File: config.mk
export PLATFORM = sky130hd
export DESIGN_NAME = gpio_irq_detect
export DESIGN_NICKNAME = d
export VERILOG_FILES = /design/src/rtl/gpio_irq_pkg.sv /design/src/rtl/gpio_db_strobe.sv /design/src/rtl/gpio_pin_trig.sv /design/src/rtl/gpio_irq_detect.sv
export SDC_FILE = /design/constraint.sdc
export NUM_CORES = 1
export LEC_CHECK = 0
export BUFFER_PORTS_ARGS = -buffer_cell sky130_fd_sc_hd__buf_2
export CAP_MARGIN = 30
export CORE_MARGIN = 5
export CORE_UTILIZATION = 48
export DETAILED_ROUTE_END_ITERATION = 8
export PLACE_DENSITY = 0.84
export SYNTH_ARGS = -nofsm -noshare
export SYNTH_HDL_FRONTEND = slang
export SYNTH_SLANG_ARGS = --single-unit
File: constraint.sdc
create_clock -name clk -period 2.3 [get_ports clk]
set_input_delay 0 -clock clk [delete_from_list [all_inputs] [get_ports clk]]
set_output_delay 0 -clock clk [all_outputs]
set_load 0.02 [all_outputs]
File: src/rtl/gpio_irq_pkg.sv
package gpio_irq_pkg;

  typedef enum logic {
    TRIG_EDGE  = 1'b0,
    TRIG_LEVEL = 1'b1
  } trig_kind_e;

  typedef struct packed {
    logic rise_hi;
    logic fall_lo;
  } pin_en_t;

  localparam int EN_HALF = 16;

endpackage

File: src/rtl/gpio_db_strobe.sv
module gpio_db_strobe #(
  parameter int SEL_W = 4
) (
  input  logic             clk,
  input  logic             rst_n,
  input  logic             src_slow,
  input  logic [SEL_W-1:0] rate_sel,
  input  logic             slow_tick,
  output logic             strobe
);
  localparam int CNT_W = (1 << SEL_W) - 1;

  logic [CNT_W-1:0] cnt_q, cnt_d;
  logic [CNT_W-1:0] limit;
  logic             cnt_en;

  always_comb begin
    cnt_en = src_slow ? slow_tick : 1'b1;
    limit  = CNT_W'((64'd1 << rate_sel) - 64'd1);
    strobe = cnt_en && (cnt_q >= limit);
    cnt_d  = cnt_q;
    if (cnt_en) begin
      cnt_d = strobe ? '0 : cnt_q + 1'b1;
    end
  end

  always_ff @(posedge clk or negedge rst_n) begin
    if (!rst_n) cnt_q <= '0;
    else        cnt_q <= cnt_d;
  end

endmodule

File: src/rtl/gpio_pin_trig.sv
module gpio_pin_trig
  import gpio_irq_pkg::*;
(
  input  logic       clk,
  input  logic       rst_n,
  input  logic       pin,
  input  pin_en_t    en,
  input  trig_kind_e kind,
  input  logic       db_en,
  input  logic       strobe,
  output logic       evt
);
  logic prev_q, prev_d;
  logic smp_q, smp_d;
  logic filt_q, filt_d;
  logic agree, raw_rise, raw_fall, db_rise, db_fall, rise, fall;

  always_comb begin
    agree    = strobe && (pin == smp_q);
    raw_rise = pin & ~prev_q;
    raw_fall = ~pin & prev_q;
    db_rise  = agree & pin & ~filt_q;
    db_fall  = agree & ~pin & filt_q;
    rise     = db_en ? db_rise : raw_rise;
    fall     = db_en ? db_fall : raw_fall;
    if (kind == TRIG_LEVEL)
      evt = (en.rise_hi & pin) | (en.fall_lo & ~pin);
    else
      evt = (en.rise_hi & rise) | (en.fall_lo & fall);
    prev_d = pin;
    smp_d  = strobe ? pin : smp_q;
    filt_d = agree ? pin : filt_q;
  end

  always_ff @(posedge clk or negedge rst_n) begin
    if (!rst_n) begin
      prev_q <= 1'b0;
      smp_q  <= 1'b0;
      filt_q <= 1'b0;
    end else begin
      prev_q <= prev_d;
      smp_q  <= smp_d;
      filt_q <= filt_d;
    end
  end

endmodule

File: src/rtl/gpio_irq_detect.sv
module gpio_irq_detect
  import gpio_irq_pkg::*;
#(
  parameter int NPINS = 16,
  parameter int SEL_W = 4
) (
  input  logic             clk,
  input  logic             rst_n,
  input  logic [NPINS-1:0] pin_i,
  input  logic [31:0]      irq_en_i,
  input  logic [NPINS-1:0] lvl_type_i,
  input  logic [NPINS-1:0] db_en_i,
  input  logic [SEL_W:0]   db_ctl_i,
  input  logic             slow_tick_i,
  input  logic [NPINS-1:0] flag_clr_i,
  output logic [NPINS-1:0] flag_o,
  output logic             irq_o,
  output logic             wake_o
);
  logic             db_strobe;
  logic [NPINS-1:0] evt;
  logic [NPINS-1:0] flag_q, flag_d;
  logic             wake_q, wake_d;

  gpio_db_strobe #(.SEL_W(SEL_W)) u_strobe (
    .clk      (clk),
    .rst_n    (rst_n),
    .src_slow (db_ctl_i[SEL_W]),
    .rate_sel (db_ctl_i[SEL_W-1:0]),
    .slow_tick(slow_tick_i),
    .strobe   (db_strobe)
  );

  for (genvar n = 0; n < NPINS; n++) begin : g_pin
    pin_en_t    en_n;
    trig_kind_e kind_n;
    assign en_n.rise_hi = irq_en_i[n + EN_HALF];
    assign en_n.fall_lo = irq_en_i[n];
    assign kind_n       = trig_kind_e'(lvl_type_i[n]);

    gpio_pin_trig u_trig (
      .clk   (clk),
      .rst_n (rst_n),
      .pin   (pin_i[n]),
      .en    (en_n),
      .kind  (kind_n),
      .db_en (db_en_i[n]),
      .strobe(db_strobe),
      .evt   (evt[n])
    );
  end

  always_comb begin
    flag_d = (flag_q & ~flag_clr_i) | evt;
    wake_d = |evt;
  end

  always_ff @(posedge clk or negedge rst_n) begin
    if (!rst_n) begin
      flag_q <= '0;
      wake_q <= 1'b0;
    end else begin
      flag_q <= flag_d;
      wake_q <= wake_d;
    end
  end

  assign flag_o = flag_q;
  assign irq_o  = |flag_q;
  assign wake_o = wake_q;

endmodule

Word level (Yosys, flattened, before mapping)

Index checks and enable logic that the tools add are counted.

Shift operators: 1
Equality and inequality tests: 16
Add/subtract/negate cells: 2
Multiplexer cells: 50
Magnitude comparators: 1
Bitwise gates (word level): 243
Reductions and logical operators: 19

Operators by type and width:

| kind                                                                  | count |
|---|---|
| 1-bit AND                                                             | 160 |
| 1-bit two-way mux                                                     | 49 |
| 1-bit inverter                                                        | 48 |
| 1-bit OR                                                              | 32 |
| 16-bit OR reduction                                                   | 2 |
| 1-bit logical AND                                                     | 17 |
| 16-bit AND                                                            | 1 |
| 1-bit equality test                                                   | 16 |
| 16-bit inverter                                                       | 1 |
| 16-bit OR                                                             | 1 |
| 15-bit by 1-bit adder with 15-bit output (second input constant)      | 1 |
| 15-bit >= comparator                                                  | 1 |
| 15-bit two-way mux                                                    | 1 |
| 1-bit by 4-bit left shift with 15-bit output (first input constant)   | 1 |
| 15-bit by 1-bit subtractor with 15-bit output (second input constant) | 1 |

Input bits: 104
Output and inout bits: 18
Bits in registers: 80

Logic depth before layout (Yosys ltp)

Depth in word-level cells: 12
Depth in mapped cells: 19

Modules after synthesis

A second synthesis with hierarchy kept.

Cells, all modules: 486
Area total of the unflattened synthesis: 4759.6 um^2

By module, submodules not included:

| module                                | area each (um^2) | times used | cells each | sequential area each (um^2) |
|---|---|---|---|---|
| gpio_pin_trig at g_pin[13].u_trig ... | 176.4            | 12         | 17         | 75.1 |
| gpio_db_strobe                        | 1307.5           | 1          | 151        | 375.4 |
| gpio_irq_detect                       | 669.4            | 1          | 59         | 425.4 |
| gpio_pin_trig at g_pin[0].u_trig ...  | 166.4            | 4          | 18         | 75.1 |

Worst setup path after synthesis

OpenSTA, ideal clock, no wires.

Path kind: input-to-reg
From: input db_ctl_i[0]
To: register wake_q (netlist: wake_o)
Setup slack: -1.161 ns
Data arrival time: 3.325 ns
Data required time: 2.164 ns
Setup time: 0.136 ns
Stages: 19
Cells stage by stage: clkbuf_1 or2_2 nand2b_1 ha_1 clkbuf_1 nor4b_1 a21oi_1 o22a_1 ha_1 a21oi_1 o21ai_0 a22o_1 a21o_1 buf_6 buf_6 a311oi_2 o32ai_1 nor4_1 nand4_1

Longest elaborated chain between the ends: 12
Elaborated cells between the ends (all ways): 181

Ends and longest elaborated chain:

| what                                             | RTL line                                 | text |
|---|---|---|
| start: declaration                               | gpio_irq_detect.sv:13                    | `input logic [SEL_W:0] db_ctl_i,` |
| 1-bit by 4-bit left shift with 15-bit output *   | gpio_db_strobe.sv:19                     | `limit = CNT_W'((64'd1 << rate_sel) - 64'd1);` |
| 15-bit by 1-bit subtractor with 15-bit output *  | gpio_db_strobe.sv:19                     |  |
| 15-bit >= comparator *                           | gpio_db_strobe.sv:20                     | `strobe = cnt_en && (cnt_q >= limit);` |
| 1-bit logical AND *                              | gpio_db_strobe.sv:20                     |  |
| 1-bit logical AND                                | gpio_pin_trig.sv:19                      | `agree = strobe && (pin == smp_q);` |
| 1-bit AND, on equally long branches (2 in a row) | gpio_pin_trig.sv:22, gpio_pin_trig.sv:23 |  |
| 1-bit two-way mux, on equally long branches      | gpio_pin_trig.sv:24, gpio_pin_trig.sv:25 |  |
| 1-bit AND                                        | gpio_pin_trig.sv:29                      | `evt = (en.rise_hi & rise) \| (en.fall_lo & fall);` |
| 1-bit OR                                         | gpio_pin_trig.sv:29                      |  |
| 1-bit two-way mux                                | gpio_pin_trig.sv:26                      | `if (kind == TRIG_LEVEL)` |
| 16-bit OR reduction *                            | gpio_irq_detect.sv:55                    | `wake_d = \|evt;` |
| via wake_d                                       | gpio_irq_detect.sv:23                    | `logic wake_q, wake_d;` |
| end signal: assignment                           | gpio_irq_detect.sv:64                    | `wake_q <= wake_d;` |
| end: declaration                                 | gpio_irq_detect.sv:23                    |  |

The timed path passes the listed nets; every way through them passes the cells marked *.
A chain may end at the register's enable or synchronous reset.

Final worst setup path

Ends and elaborated chain as after synthesis.

==> results.md <==
* Status: finished, violations left
* Failing checks: setup timing
* Final worst path period need at 3.17 ns
* Iter 0 DRT Violations at 442
* Startpoint types: input pin
* CORE AREA at 0.00924 mm^2
* Mapped cell area at 0.00455 mm^2
* Power per Cell Area at 621 mW/mm^2
* Tightest Hold Check Type: input pin to flip-flop
* Maximum root-to-sink buffer count at 2
* Die width at 107 um
* Syn nets at 646
* Port Buf Inserts at 121
* FILL cells at 514
* GRT overflow at 0
* Critical path class: input pin to flip-flop
* Dpl ws at -1.33 ns
* Final setup fails at 64
* Die ar. at 0.0115 mm^2
* Final ANT Viol Nets at 0
* Most common cell after layout, fill and taps aside: buf_2
* Avg Inst Size Synth at 8.67 um^2
* Most used DFF post-synth: dfrtp_1
* Setup TNS at -26.97 ns
* Leak at 3.31 nW
* Max Clk Rate at 315 MHz
* First-pass GRT wire length at 24,100 um
* Ports at 122
* Fin worst setup slack at -0.871 ns
* Hpwl dp at 9780 um
* WHS at 0.0213 ns
* Crit path required time at 2.52 ns
* Total track usage at 25.9%
* Final Hold Fails at 0
* Via count at 5,385
* Clk_lat worst skew at 0.36 ns
* Diodes inserted at 0
* Largest net degree at the start of global routing at 44
* Commonest non-fill, non-tap cells in the layout: buf_2 (118), dfrtp_1 (80), buf_4 (57), nand2_1 (45), nor2_1 (43)
* Gate count of the mapped netlist at 525
* Synth unique cells at 47
* Flops & latches, synth at 80
* Warning count from the yosys run at 0
* RD Place Congestion at 0.853
* Sequential area share after synthesis at 44.0%
* VDD IR-drop max at 0.000507 V
* Nets at 882
* Drt first pass iters at 5
* Drt drc at 0
* Worst-path maximum fanout at 7
* Critical Path Sink Type: flip-flop
* DRT Wirelength at 17,900 um
* Initial antenna violation count at 0
* CTS Sinks at 80
* Max-slew violation count at 0
* Initial Utilization at 49.3%
* Layout cell share with drive strength beyond 1 at 38.7%
* Via density at 6.03
* Final period util at 138%
* CP arrival at 3.39 ns
* RSZ-0062 raised after global routing: yes
* Worst slew pin tran at 0.842 ns
* Relative slew slack at 43.3%
* Final Core Density at 77.2%
* Wirelength per Cell at 20.0 um
* Max_cap viols at 0
* Synth-to-Final Area Change at 56.6%
* Clk_skew at 0.0161 ns
* TritonCTS clock tree: done
* Number of H-tree levels at 3
* Chip height at 107 um
* Cell Rows at 35
* Post-synth EDFFs at 0
* Root Buffer: clkbuf_8
* Post-synth ARST share at 100%
* CTS Buf Count at 9
* Clock transition at the registers of the reported paths at 0.08 ns
* Vias in the first global route at 5,215
-- registers in the layout (all words and copies together) (netlist names) --
register	flops
flag_o	16
u_strobe.cnt_q	15
g_pin.u_trig.prev_q	16
g_pin.u_trig.smp_q	16
wake_o	1
g_pin.u_trig.filt_q	16
-- where the power goes --
group	internal, mW	switching (mW)	leakage (nW)
clock network	0.488	0.538	0.0880
logic	0.683	0.749	2.28
registers	1.65	0.319	0.938
total	2.82	1.61	3.31
-- final cells by class --
type                            count  area [um^2]  area share (%)
Multi-Input combinational cell    388         2800            39.3
Sequential cell                    80         2000            28.1
Timing Repair Buffer              240         1830            25.7
Tap cell                          129          161            2.26
Inverter                           42          158            2.21
Clock buffer                       10          128            1.79
Clock inverter                      4         47.5           0.667
-- final timing paths --
kind | startpoint | to | slack, ns | depth (start not counted)
min in group asynchronous | rst_n | g_pin[12].u_trig.prev_q | 0.13 | 2
max | db_ctl_i[0] | wake_o | -0.87 | 17
max reg2reg | u_strobe.cnt_q[12] | wake_o | -0.64 | 10
max in group asynchronous | rst_n | u_strobe.cnt_q[8] | 1.55 | 3
min reg2reg | flag_o[3] | flag_o[3] | 0.53 | 1
min | lvl_type_i[5] | flag_o[5] | 0.02 | 3
-- logic make-up after synthesis --
| logic type | count (synthesis) | synth area share (%) |
|---|---|---|
| AOI/OAI and AO/OA | 176 | 23.8 |
| xor gates and xnor gates | 11 | 2.12 |
| adders and majority gates | 17 | 4.67 |
| buffers and inverters | 57 | 5.06 |
| DFF | 80 | 44.0 |
| and+or+nand+nor | 184 | 20.4 |
-- repair_timing --
item	CTS	global route
gates resized for setup	109	53
gates cloned	2	4
hold endpoints to repair	98	1
setup endpoints to repair	63	63
hold buffers	37	1
pin swaps	41	32
setup buffers	24	13
-- metal layers --
layer  global-route usage [%]  part of all wire [%]
met2                     47.2                    52
met4                     13.1                   6.1
met3                     4.80                   6.9
met5                        0                     0
met1                     28.7                    35
-- through the flow --
step                      instance area [um^2]  power, mW  instances
after floorplan                           4670       2.47        525
after global placement                    5680       2.88        805
after detailed placement                  5700       2.97        806
after CTS                                 6800       4.14        881
after global routing                      7130       4.64        893
final                                     7130       4.43        893
-- synth_stat cells (5+ instances only) --
cell type,number,area share (%)
o21ai_0,81,8.9
dfrtp_1,80,44
nor2_1,52,4.3
nand2_1,49,4.0
inv_1,42,3.5
a21oi_1,35,3.8
nor2b_1,25,3.4
ha_1,17,4.7
nor4b_1,11,2.1
clkbuf_1,10,0.82
nand3_1,10,1.1
a21o_1,9,1.5
nand4_1,8,1.1
xor2_1,7,1.3
a311oi_1,6,1.2
o211ai_1,6,0.99
a31oi_1,5,0.69
a32o_1,5,1.1
nand2b_1,5,0.69
nor4_1,5,0.69
o32ai_1,5,0.96
-- critical path, cell delays in order --
cell,delay [ns]
buf_6,0.09
or2_4,0.24
nand2b_4,0.15
ha_4,0.18
buf_6,0.13
a21o_1,0.16
a32oi_1,0.22
ha_1,0.31
a21oi_2,0.15
o21ai_1,0.08
o21bai_4,0.18
a21o_4,0.24
buf_4,0.15
a311o_1,0.31
a32o_2,0.28
nor4b_2,0.39
nand4_1,0.13
Note: power is estimated with default switching activity, not from simulation.
